--- src/rtl/dmarr_pkg.sv ---
`timescale 1ns/1ps
package dmarr_pkg;
   typedef enum logic [1:0] {
      DST_SMEM = 2'd0,
      DST_DRAM = 2'd1,
      DST_COH  = 2'd2,
      DST_NONE = 2'd3
   } dst_e;

   localparam int unsigned NUM_DST = 3;
   localparam logic [1:0] RESP_OKAY   = 2'b00;
   localparam logic [1:0] RESP_DECERR = 2'b11;
endpackage

--- src/rtl/dmarr_decode.sv ---
`timescale 1ns/1ps
module dmarr_decode
   import dmarr_pkg::*;
#(
   parameter int unsigned ADDR_W     = 32,
   parameter logic [63:0] STATIC_END = 64'h2000_0000,
   parameter logic [63:0] DRAM_BASE  = 64'h8000_0000
) (
   input  logic [ADDR_W-1:0] addr,
   input  logic [1:0]        remap,
   output dst_e              dst
);
   logic [63:0] addr_ext;
   logic        in_low, in_high;

   assign addr_ext = 64'(addr);
   assign in_low   = addr_ext <  STATIC_END;
   assign in_high  = addr_ext >= DRAM_BASE;

   always_comb begin
      if (in_low)       dst = remap[1] ? DST_COH : DST_SMEM;
      else if (in_high) dst = remap[0] ? DST_COH : DST_DRAM;
      else              dst = DST_NONE;
   end
endmodule

--- src/rtl/dmarr_wr.sv ---
`timescale 1ns/1ps
module dmarr_wr
   import dmarr_pkg::*;
#(
   parameter int unsigned ADDR_W     = 32,
   parameter int unsigned DATA_W     = 64,
   parameter int unsigned LEN_W      = 8,
   parameter int unsigned USER_W     = 6,
   parameter logic [63:0] STATIC_END = 64'h2000_0000,
   parameter logic [63:0] DRAM_BASE  = 64'h8000_0000,
   localparam int unsigned STRB_W    = DATA_W / 8
) (
   input  logic                     clk,
   input  logic                     rst_n,
   input  logic [1:0]               cfg_remap,
   input  logic [STRB_W-1:0]        cfg_strb_mask,
   input  logic [USER_W-1:0]        cfg_awuser,
   input  logic                     s_awvalid,
   output logic                     s_awready,
   input  logic [ADDR_W-1:0]        s_awaddr,
   input  logic [LEN_W-1:0]         s_awlen,
   input  logic                     s_wvalid,
   output logic                     s_wready,
   input  logic [DATA_W-1:0]        s_wdata,
   input  logic [STRB_W-1:0]        s_wstrb,
   input  logic                     s_wlast,
   output logic                     s_bvalid,
   input  logic                     s_bready,
   output logic [1:0]               s_bresp,
   output logic [NUM_DST-1:0]       m_awvalid,
   input  logic [NUM_DST-1:0]       m_awready,
   output logic [ADDR_W-1:0]        m_awaddr,
   output logic [LEN_W-1:0]         m_awlen,
   output logic [USER_W-1:0]        m_awuser,
   output logic [NUM_DST-1:0]       m_wvalid,
   input  logic [NUM_DST-1:0]       m_wready,
   output logic [DATA_W-1:0]        m_wdata,
   output logic [STRB_W-1:0]        m_wstrb,
   output logic                     m_wlast,
   input  logic [NUM_DST-1:0]       m_bvalid,
   output logic [NUM_DST-1:0]       m_bready,
   input  logic [NUM_DST-1:0][1:0]  m_bresp
);
   typedef enum logic [1:0] {W_IDLE, W_ADDR, W_DATA, W_RESP} wst_e;

   wst_e                st_q;
   dst_e                dst_d, dst_q;
   logic [ADDR_W-1:0]   addr_q;
   logic [LEN_W-1:0]    len_q;
   logic [USER_W-1:0]   user_q;
   logic [NUM_DST-1:0]  sel;
   logic                to_err;
   logic [1:0]          bresp_sel;

   dmarr_decode #(.ADDR_W(ADDR_W), .STATIC_END(STATIC_END), .DRAM_BASE(DRAM_BASE)) u_dec (
      .addr(s_awaddr), .remap(cfg_remap), .dst(dst_d)
   );

   assign to_err = (dst_q == DST_NONE);

   for (genvar p = 0; p < NUM_DST; p++) begin : g_port
      assign sel[p]       = (dst_q == dst_e'(2'(p)));
      assign m_awvalid[p] = sel[p] && (st_q == W_ADDR);
      assign m_wvalid[p]  = sel[p] && (st_q == W_DATA) && s_wvalid;
      assign m_bready[p]  = sel[p] && (st_q == W_RESP) && s_bready;
   end

   always_comb begin
      bresp_sel = RESP_OKAY;
      for (int p = 0; p < NUM_DST; p++)
         if (sel[p]) bresp_sel = m_bresp[p];
   end

   assign s_awready = (st_q == W_IDLE);
   assign s_wready  = (st_q == W_DATA) && (to_err || |(m_wready & sel));
   assign s_bvalid  = (st_q == W_RESP) && (to_err || |(m_bvalid & sel));
   assign s_bresp   = to_err ? RESP_DECERR : bresp_sel;

   assign m_awaddr  = addr_q;
   assign m_awlen   = len_q;
   assign m_awuser  = user_q;
   assign m_wdata   = s_wdata;
   assign m_wstrb   = s_wstrb & ~cfg_strb_mask;
   assign m_wlast   = s_wlast;

   always_ff @(posedge clk or negedge rst_n) begin
      if (!rst_n) begin
         st_q   <= W_IDLE;
         dst_q  <= DST_NONE;
         addr_q <= '0;
         len_q  <= '0;
         user_q <= '0;
      end else begin
         case (st_q)
            W_IDLE: if (s_awvalid) begin
               dst_q  <= dst_d;
               addr_q <= s_awaddr;
               len_q  <= s_awlen;
               user_q <= (dst_d == DST_COH) ? cfg_awuser : '0;
               st_q   <= (dst_d == DST_NONE) ? W_DATA : W_ADDR;
            end
            W_ADDR: if (|(m_awready & sel)) st_q <= W_DATA;
            W_DATA: if (s_wvalid && s_wready && s_wlast) st_q <= W_RESP;
            W_RESP: if (s_bvalid && s_bready) st_q <= W_IDLE;
            default: st_q <= W_IDLE;
         endcase
      end
   end

   // one write in flight
   a_r6_aw_single: assert property (@(posedge clk) disable iff (!rst_n)
      (s_awvalid && s_awready) |=> !s_awready);
   // held address until accepted
   a_r10_aw_hold: assert property (@(posedge clk) disable iff (!rst_n)
      ((|m_awvalid) && !(|(m_awvalid & m_awready))) |=> ($stable(m_awvalid) && $stable(m_awaddr)));
   // at most one destination active
   a_r7_wr_onehot: assert property (@(posedge clk) disable iff (!rst_n)
      $onehot0(m_awvalid) && $onehot0(m_wvalid) && $onehot0(m_bready));
   // masked lanes never reach a target
   a_r4_strb_clear: assert property (@(posedge clk) disable iff (!rst_n)
      (|m_wvalid) |-> ((m_wstrb & cfg_strb_mask) == '0));
   // an internally generated write response is a decode error
   a_r3_wr_decerr: assert property (@(posedge clk) disable iff (!rst_n)
      (s_bvalid && !(|m_bvalid)) |-> (s_bresp == RESP_DECERR));
   // no sideband on direct routes
   a_r5_awuser_direct: assert property (@(posedge clk) disable iff (!rst_n)
      (m_awvalid[0] || m_awvalid[1]) |-> (m_awuser == '0));
endmodule

--- src/rtl/dmarr_rd.sv ---
`timescale 1ns/1ps
module dmarr_rd
   import dmarr_pkg::*;
#(
   parameter int unsigned ADDR_W     = 32,
   parameter int unsigned DATA_W     = 64,
   parameter int unsigned LEN_W      = 8,
   parameter int unsigned USER_W     = 6,
   parameter logic [63:0] STATIC_END = 64'h2000_0000,
   parameter logic [63:0] DRAM_BASE  = 64'h8000_0000
) (
   input  logic                          clk,
   input  logic                          rst_n,
   input  logic [1:0]                    cfg_remap,
   input  logic [USER_W-1:0]             cfg_aruser,
   input  logic                          s_arvalid,
   output logic                          s_arready,
   input  logic [ADDR_W-1:0]             s_araddr,
   input  logic [LEN_W-1:0]              s_arlen,
   output logic                          s_rvalid,
   input  logic                          s_rready,
   output logic [DATA_W-1:0]             s_rdata,
   output logic [1:0]                    s_rresp,
   output logic                          s_rlast,
   output logic [NUM_DST-1:0]            m_arvalid,
   input  logic [NUM_DST-1:0]            m_arready,
   output logic [ADDR_W-1:0]             m_araddr,
   output logic [LEN_W-1:0]              m_arlen,
   output logic [USER_W-1:0]             m_aruser,
   input  logic [NUM_DST-1:0]            m_rvalid,
   output logic [NUM_DST-1:0]            m_rready,
   input  logic [NUM_DST-1:0][DATA_W-1:0] m_rdata,
   input  logic [NUM_DST-1:0][1:0]       m_rresp,
   input  logic [NUM_DST-1:0]            m_rlast
);
   typedef enum logic [1:0] {R_IDLE, R_ADDR, R_DATA} rst_e;

   rst_e                st_q;
   dst_e                dst_d, dst_q;
   logic [ADDR_W-1:0]   addr_q;
   logic [LEN_W-1:0]    len_q, cnt_q;
   logic [USER_W-1:0]   user_q;
   logic [NUM_DST-1:0]  sel;
   logic                to_err;
   logic [DATA_W-1:0]   rdata_sel;
   logic [1:0]          rresp_sel;
   logic                rlast_sel;

   dmarr_decode #(.ADDR_W(ADDR_W), .STATIC_END(STATIC_END), .DRAM_BASE(DRAM_BASE)) u_dec (
      .addr(s_araddr), .remap(cfg_remap), .dst(dst_d)
   );

   assign to_err = (dst_q == DST_NONE);

   for (genvar p = 0; p < NUM_DST; p++) begin : g_port
      assign sel[p]       = (dst_q == dst_e'(2'(p)));
      assign m_arvalid[p] = sel[p] && (st_q == R_ADDR);
      assign m_rready[p]  = sel[p] && (st_q == R_DATA) && s_rready;
   end

   always_comb begin
      rdata_sel = '0;
      rresp_sel = RESP_OKAY;
      rlast_sel = 1'b0;
      for (int p = 0; p < NUM_DST; p++)
         if (sel[p]) begin
            rdata_sel = m_rdata[p];
            rresp_sel = m_rresp[p];
            rlast_sel = m_rlast[p];
         end
   end

   assign s_arready = (st_q == R_IDLE);
   assign s_rvalid  = (st_q == R_DATA) && (to_err || |(m_rvalid & sel));
   assign s_rdata   = to_err ? '0 : rdata_sel;
   assign s_rresp   = to_err ? RESP_DECERR : rresp_sel;
   assign s_rlast   = to_err ? (cnt_q == len_q) : rlast_sel;

   assign m_araddr  = addr_q;
   assign m_arlen   = len_q;
   assign m_aruser  = user_q;

   always_ff @(posedge clk or negedge rst_n) begin
      if (!rst_n) begin
         st_q   <= R_IDLE;
         dst_q  <= DST_NONE;
         addr_q <= '0;
         len_q  <= '0;
         cnt_q  <= '0;
         user_q <= '0;
      end else begin
         case (st_q)
            R_IDLE: if (s_arvalid) begin
               dst_q  <= dst_d;
               addr_q <= s_araddr;
               len_q  <= s_arlen;
               cnt_q  <= '0;
               user_q <= (dst_d == DST_COH) ? cfg_aruser : '0;
               st_q   <= (dst_d == DST_NONE) ? R_DATA : R_ADDR;
            end
            R_ADDR: if (|(m_arready & sel)) st_q <= R_DATA;
            R_DATA: if (s_rvalid && s_rready) begin
               cnt_q <= cnt_q + 1'b1;
               if (s_rlast) st_q <= R_IDLE;
            end
            default: st_q <= R_IDLE;
         endcase
      end
   end

   // one read in flight
   a_r6_ar_single: assert property (@(posedge clk) disable iff (!rst_n)
      (s_arvalid && s_arready) |=> !s_arready);
   // held read address until accepted
   a_r10_ar_hold: assert property (@(posedge clk) disable iff (!rst_n)
      ((|m_arvalid) && !(|(m_arvalid & m_arready))) |=> ($stable(m_arvalid) && $stable(m_araddr)));
   // at most one destination active
   a_r7_rd_onehot: assert property (@(posedge clk) disable iff (!rst_n)
      $onehot0(m_arvalid) && $onehot0(m_rready));
   // internally generated beats carry decode error and zero data
   a_r3_rd_decerr: assert property (@(posedge clk) disable iff (!rst_n)
      (s_rvalid && !(|m_rvalid)) |-> (s_rresp == RESP_DECERR && s_rdata == '0));
   // no sideband on direct routes
   a_r5_aruser_direct: assert property (@(posedge clk) disable iff (!rst_n)
      (m_arvalid[0] || m_arvalid[1]) |-> (m_aruser == '0));
endmodule

--- src/rtl/dma_remap_router.sv ---
`timescale 1ns/1ps
module dma_remap_router
   import dmarr_pkg::*;
#(
   parameter int unsigned ADDR_W     = 32,
   parameter int unsigned DATA_W     = 64,
   parameter int unsigned LEN_W      = 8,
   parameter int unsigned USER_W     = 6,
   parameter logic [63:0] STATIC_END = 64'h2000_0000,
   parameter logic [63:0] DRAM_BASE  = 64'h8000_0000,
   localparam int unsigned STRB_W    = DATA_W / 8
) (
   input  logic                           clk,
   input  logic                           rst_n,
   input  logic [1:0]                     cfg_remap,
   input  logic [STRB_W-1:0]              cfg_strb_mask,
   input  logic [USER_W-1:0]              cfg_awuser,
   input  logic [USER_W-1:0]              cfg_aruser,
   input  logic                           s_awvalid,
   output logic                           s_awready,
   input  logic [ADDR_W-1:0]              s_awaddr,
   input  logic [LEN_W-1:0]               s_awlen,
   input  logic                           s_wvalid,
   output logic                           s_wready,
   input  logic [DATA_W-1:0]              s_wdata,
   input  logic [STRB_W-1:0]              s_wstrb,
   input  logic                           s_wlast,
   output logic                           s_bvalid,
   input  logic                           s_bready,
   output logic [1:0]                     s_bresp,
   input  logic                           s_arvalid,
   output logic                           s_arready,
   input  logic [ADDR_W-1:0]              s_araddr,
   input  logic [LEN_W-1:0]               s_arlen,
   output logic                           s_rvalid,
   input  logic                           s_rready,
   output logic [DATA_W-1:0]              s_rdata,
   output logic [1:0]                     s_rresp,
   output logic                           s_rlast,
   output logic [NUM_DST-1:0]             m_awvalid,
   input  logic [NUM_DST-1:0]             m_awready,
   output logic [ADDR_W-1:0]              m_awaddr,
   output logic [LEN_W-1:0]               m_awlen,
   output logic [USER_W-1:0]              m_awuser,
   output logic [NUM_DST-1:0]             m_wvalid,
   input  logic [NUM_DST-1:0]             m_wready,
   output logic [DATA_W-1:0]              m_wdata,
   output logic [STRB_W-1:0]              m_wstrb,
   output logic                           m_wlast,
   input  logic [NUM_DST-1:0]             m_bvalid,
   output logic [NUM_DST-1:0]             m_bready,
   input  logic [NUM_DST-1:0][1:0]        m_bresp,
   output logic [NUM_DST-1:0]             m_arvalid,
   input  logic [NUM_DST-1:0]             m_arready,
   output logic [ADDR_W-1:0]              m_araddr,
   output logic [LEN_W-1:0]               m_arlen,
   output logic [USER_W-1:0]              m_aruser,
   input  logic [NUM_DST-1:0]             m_rvalid,
   output logic [NUM_DST-1:0]             m_rready,
   input  logic [NUM_DST-1:0][DATA_W-1:0] m_rdata,
   input  logic [NUM_DST-1:0][1:0]        m_rresp,
   input  logic [NUM_DST-1:0]             m_rlast
);
   if (DATA_W % 8 != 0 || DATA_W < 8) begin : g_bad_data_w
      $error("DATA_W must be a positive multiple of 8");
   end
   if (STATIC_END > DRAM_BASE) begin : g_bad_regions
      $error("STATIC_END must not exceed DRAM_BASE");
   end
   if (ADDR_W > 64 || ADDR_W < 2) begin : g_bad_addr_w
      $error("ADDR_W out of range");
   end
   if (USER_W < 1 || LEN_W < 1) begin : g_bad_side_w
      $error("USER_W and LEN_W must be at least 1");
   end

   dmarr_wr #(
      .ADDR_W(ADDR_W), .DATA_W(DATA_W), .LEN_W(LEN_W), .USER_W(USER_W),
      .STATIC_END(STATIC_END), .DRAM_BASE(DRAM_BASE)
   ) u_wr (
      .clk(clk), .rst_n(rst_n), .cfg_remap(cfg_remap), .cfg_strb_mask(cfg_strb_mask),
      .cfg_awuser(cfg_awuser),
      .s_awvalid(s_awvalid), .s_awready(s_awready), .s_awaddr(s_awaddr), .s_awlen(s_awlen),
      .s_wvalid(s_wvalid), .s_wready(s_wready), .s_wdata(s_wdata), .s_wstrb(s_wstrb),
      .s_wlast(s_wlast), .s_bvalid(s_bvalid), .s_bready(s_bready), .s_bresp(s_bresp),
      .m_awvalid(m_awvalid), .m_awready(m_awready), .m_awaddr(m_awaddr), .m_awlen(m_awlen),
      .m_awuser(m_awuser), .m_wvalid(m_wvalid), .m_wready(m_wready), .m_wdata(m_wdata),
      .m_wstrb(m_wstrb), .m_wlast(m_wlast), .m_bvalid(m_bvalid), .m_bready(m_bready),
      .m_bresp(m_bresp)
   );

   dmarr_rd #(
      .ADDR_W(ADDR_W), .DATA_W(DATA_W), .LEN_W(LEN_W), .USER_W(USER_W),
      .STATIC_END(STATIC_END), .DRAM_BASE(DRAM_BASE)
   ) u_rd (
      .clk(clk), .rst_n(rst_n), .cfg_remap(cfg_remap), .cfg_aruser(cfg_aruser),
      .s_arvalid(s_arvalid), .s_arready(s_arready), .s_araddr(s_araddr), .s_arlen(s_arlen),
      .s_rvalid(s_rvalid), .s_rready(s_rready), .s_rdata(s_rdata), .s_rresp(s_rresp),
      .s_rlast(s_rlast),
      .m_arvalid(m_arvalid), .m_arready(m_arready), .m_araddr(m_araddr), .m_arlen(m_arlen),
      .m_aruser(m_aruser), .m_rvalid(m_rvalid), .m_rready(m_rready), .m_rdata(m_rdata),
      .m_rresp(m_rresp), .m_rlast(m_rlast)
   );

   // nothing forwarded while reset is being released
   a_r9_quiet_idle: assert property (@(posedge clk) disable iff (!rst_n)
      (s_awready && s_arready) |-> (m_awvalid == '0 && m_arvalid == '0 && !s_bvalid && !s_rvalid));
endmodule

--- config.mk ---
export PLATFORM = sky130hd
export DESIGN_NAME = dma_remap_router
export DESIGN_NICKNAME = d
export VERILOG_FILES = /design/src/rtl/dmarr_pkg.sv /design/src/rtl/dmarr_decode.sv /design/src/rtl/dmarr_wr.sv /design/src/rtl/dmarr_rd.sv /design/src/rtl/dma_remap_router.sv
export SDC_FILE = /design/constraint.sdc
export NUM_CORES = 1
export LEC_CHECK = 0
export BUFFER_PORTS_ARGS = -buffer_cell sky130_fd_sc_hd__buf_4
export CAP_MARGIN = 20
export CORE_AREA = 2 2 256 258
export DETAILED_ROUTE_END_ITERATION = 7
export DIE_AREA = 0 0 258 260
export PLACE_DENSITY = 0.4
export SYNTH_ARGS = -nofsm -noshare
export SYNTH_HDL_FRONTEND = slang
export SYNTH_SLANG_ARGS = --single-unit
--- constraint.sdc ---
create_clock -name clk -period 2.7 [get_ports clk]
set_input_delay 0.405 -clock clk [delete_from_list [all_inputs] [get_ports clk]]
set_output_delay 0.405 -clock clk [all_outputs]
set_load 0.05 [all_outputs]
==> run summary <==
The flow ran to the end, and the final reports show no timing, DRC or antenna violations. For this design, the sink count on the clock tree is 108. After detailed routing, the number of remaining DRC violations is 0. The maximum fanout encountered on the critical timing path is 27. After legalization and detailed placement, the total HPWL measured 41.9 mm. The mean area per synthesized cell came out at 8.92 sq um. Summed over all cells, the static leakage comes to 0.00564 uW. The clock-pin slew reported for the worst setup and hold paths after clock tree synthesis came out at 0.08 ns.

The library cell used most frequently in the layout, excluding fill and tap cells, is buf_4. The path type of the worst min-delay path is primary input to flop. After the first detailed-routing iteration, the DRC count stood at 289. Counting stages on the worst path, the most repeated cell is buf_12. The placed instances occupy a cell area of 11200 sq um. The total net switching power is 9200 uW. The worst max-slew margin expressed relative to the limit came out at 58.7%. The number of nets in the synthesized netlist came out at 1147. The power density over the cells is 1370 nW/um^2. The total internal power is 6690 uW. In this run the most critical hold path is launched from s_arlen[4]. In this run switching power makes up 57.9% of total power. In the final routed layout, each cell accounts on average for 23.4 microns. The area of the die is 67100 sq um. Timing would allow up to 0.374 GHz.

In the finished design, the share of the clock period the worst path needs comes to 98.9%. Buffers placed on the I/O ports in this run total 529. The finished layout holds 2057 standard cells, fillers aside. The final-report hold violation count is 0.

The critical path capture point type is an output pin. The number of synthesis warnings is 0. The routability-driven placement congestion ratio is 0.893.

The combinational power share came out at 72.4%. The required time reported for the critical path endpoint is 2.30 ns. The global routing usage summed across all routing layers is 13.7%. The via count is 7182. STA classifies the critical path startpoint as a flop. For met1 alone, demand over resource in global routing was 14.7%. The global-route met2 utilization came out at 24.6%.

The row count is 93. The largest incremental delay on the critical path is 0.68 ns. The detailed-router iteration count before antenna repair is 4. The top-level port count came out at 658.

The maximum number of pins on one net before global-route repair came out at 64. The tool flagged a number of max-cap violations equal to 0. Across all setup checks in the final design, the least slack found is 0.0296 ns.

The number of failing setup endpoints in the final timing report came out at 0. The worst path needs 2.67 ns of the cycle, external delays included. The core footprint came out at 64100 sq um. Prior to clock tree synthesis, the placed netlist has a worst setup slack of 0.255 ns.

The deepest level of the CTS H-tree is 3. The finished cells cover 11600 sq um. The count of antenna-violating nets left after detailed routing is 0. The number of clock buffers added by TritonCTS is 9. The most common flop cell mapped by yosys is dfrtp_1. Dividing the detail-routed via count by the number of cells gives 3.49.

Synthesis produced a netlist whose cell count is 738. Traced cell by cell, the critical path runs through buf_12 > buf_12 > mux2i_1 > o21ai_1 > buf_4. For the worst-skew pair, the clock arrives at the later sink with an insertion delay of 0.37 ns.

The cell area after technology mapping is 6590 sq um. The die boundary width is 258 microns. The global-route wire length before repair is 63.6 mm. The number of global-route vias before repair came out at 7674. The share of cells above drive strength 1 came out at 52.5%. Setup repair after global routing left no endpoint under its margin. By startpoint and endpoint, the worst setup path is classified as flop to output pin. In this run the worst setup path begins at u_rd.dst_q[0]. The slew at the pin closest to its max-slew limit is 0.602 ns. The reg-to-reg startpoint is u_wr.dst_q[0]. The net count of the finished layout is 1603. From synthesis to final layout, the design area changed by 75.8%. Summed over all layers, the global routing overflow is 0. The max-slew violation count was 0. From bottom edge to top edge, the die measures 260 microns. STA puts the critical path data arrival time at 2.27 ns.

After detailed placement, the design holds a cell count of 2032. The portion of the post-synthesis area used by sequential elements came out at 41.1%. The maximum clock skew at final layout came out at 0.0102 ns. The slowest stage of the critical path belongs to the cell dfstp_4. After synthesis the netlist holds a flip-flop and latch count of 108. The number of enable-type register cells in the synthesized netlist came out at 0. The cell sitting at the root of the clock tree is a clkbuf_16.

The post-synthesis cell type count came out at 44. The setup total negative slack came out at 0 ns. Wires add up to 48.0 mm. VDD sags by at most 607 uV.

The number of antenna violations at the first check in global routing was 10. After global routing, the most crowded layer is met2. TritonCTS built the clock tree. The total power came out at 15900 uW. The initial cell density of the core is 10.3%.

The met3 capacity usage during global routing is 5.98%. The clock network burns 9.0% of the power. The buffer depth of the longest clock path came out at 2.

The portion of total power attributed to sequential cells is 18.6%. The proportion of register bits with asynchronous set or reset after synthesis came out at 100%. In the layout the commonest cells are 543 x buf_4, 195 x nand2_1, 104 x dfrtp_1.
==> per-layer routing <==
metal	vias to the layer above	share of wire (%)
met3	38	10
met1	3359	37
met5	-	0.14
li1	3329	-
met2	446	50
met4	10	2.2
==> critical path, delay by kind of cell (launching register included) <==
kind | cells | cell delay [ns]
AO/OA/AOI/OAI | 1 | 0.40
buffers and inverters | 3 | 0.66
multiplexers | 1 | 0.11
flip-flops | 1 | 0.68
==> through the flow <==
| step | hold slack, ns | utilization [%] |
|---|---|---|
| 2_1_floorplan | 0.109 | - |
| 3_3_place_gp | 0.312 | 17.4 |
| 3_5_place_dp | 0.317 | 17.4 |
| 4_1_cts | 0.183 | 18.0 |
| 5_1_grt | 0.203 | 18.0 |
| 6_report | 0.219 | 18.1 |
==> kinds of logic (layout without fill, tap and decap cells) <==
family,after synthesis,count (layout),synth area share [%]
AO/OA/AOI/OAI,116,116,10.7
buffers and inverters,120,581,11.0
XOR/XNOR,10,10,1.33
other,0,3,0
adder cells (fa/ha/maj),5,5,0.950
AND/OR/NAND/NOR,262,262,16.2
flip-flops,108,108,41.1
multiplexers,117,117,18.7
==> timing repair <==
| item | 4_1_cts | 5_1_grt |
|---|---|---|
| setup buffers | 5 | 0 |
| hold endpoints to repair | 18 | 0 |
| hold buffers | 1 | 0 |
| gates resized for setup | 4 | 3 |
| endpoints found under the setup margin | 10 | 3 |
==> Yosys cell counts (2+ instances only) <==
cell type  count  area share (%)
a21oi_1        6            0.46
buf_4         68             7.8
nor2_1        29             1.7
clkbuf_1      18             1.0
o211ai_1       2            0.23
xor2_1         4            0.53
mux2_2        45             7.7
a211oi_1       2            0.23
o21ai_0       77             5.9
buf_2         15             1.1
nand3_1        2            0.15
ha_1           5            0.95
o22ai_1        2            0.19
nand2b_1       3            0.28
nand4_1        3            0.28
a22oi_1        2            0.23
buf_1          7            0.40
inv_1         11            0.63
mux2i_1       71              11
o22a_1         2            0.27
xnor2_1        6            0.80
a22o_1        13             1.7
a21o_1         2            0.23
nand2_1      197              11
dfrtp_1      104              40
dfstp_2        4             1.6
and3_1         2            0.19
nor2b_1        9            0.85
nor3_1        10            0.76
o2111ai_1      3            0.40
==> cell type report <==
cell class	instances	area, sq um
tap	855	1070
fill	7281	52500
multi-input combinational	510	3190
inverter	12	45.0
clock buffer	10	229
clock inverter	6	81.3
sequential	108	2720
timing repair buffer	553	4240
antenna	3	7.51
==> sequential cells by signal, summed over array words and instances (netlist names) <==
signal	cells
u_wr.st_q	2
u_wr.m_awaddr	32
u_wr.dst_q	2
u_rd.m_araddr	32
u_rd.st_q	2
u_rd.cnt_q	8
u_wr.m_awlen	8
u_rd.m_arlen	8
u_rd.m_aruser	6
u_rd.dst_q	2
u_wr.m_awuser	6
==> worst paths after layout <==
| check | endpoint | slack (ns) | cells after the start |
|---|---|---|---|
| worst min register to register | u_rd.m_araddr[11] | 0.48 | 2 |
| worst max register to register | u_wr.st_q[0] | 0.63 | 5 |
| worst max-delay path | s_rdata[50] | 0.03 | 5 |
| worst min-delay path | u_rd.m_arlen[4] | 0.22 | 3 |
| max in group asynchronous | u_rd.m_araddr[8] | 1.47 | 3 |
| min in group asynchronous | u_rd.m_araddr[25] | 0.45 | 2 |
==> power groups by stage <==
stage               sequential, uW  combinational, uW  clock [uW]
finish                        2950              11500        1430
global route                  3080              12100        1580
CTS                           2970              11700        1520
detailed placement            3030              11500           0
global placement              3020              11500           0
floorplan                     5160               5300           0
(Power assumes the default switching activity.)
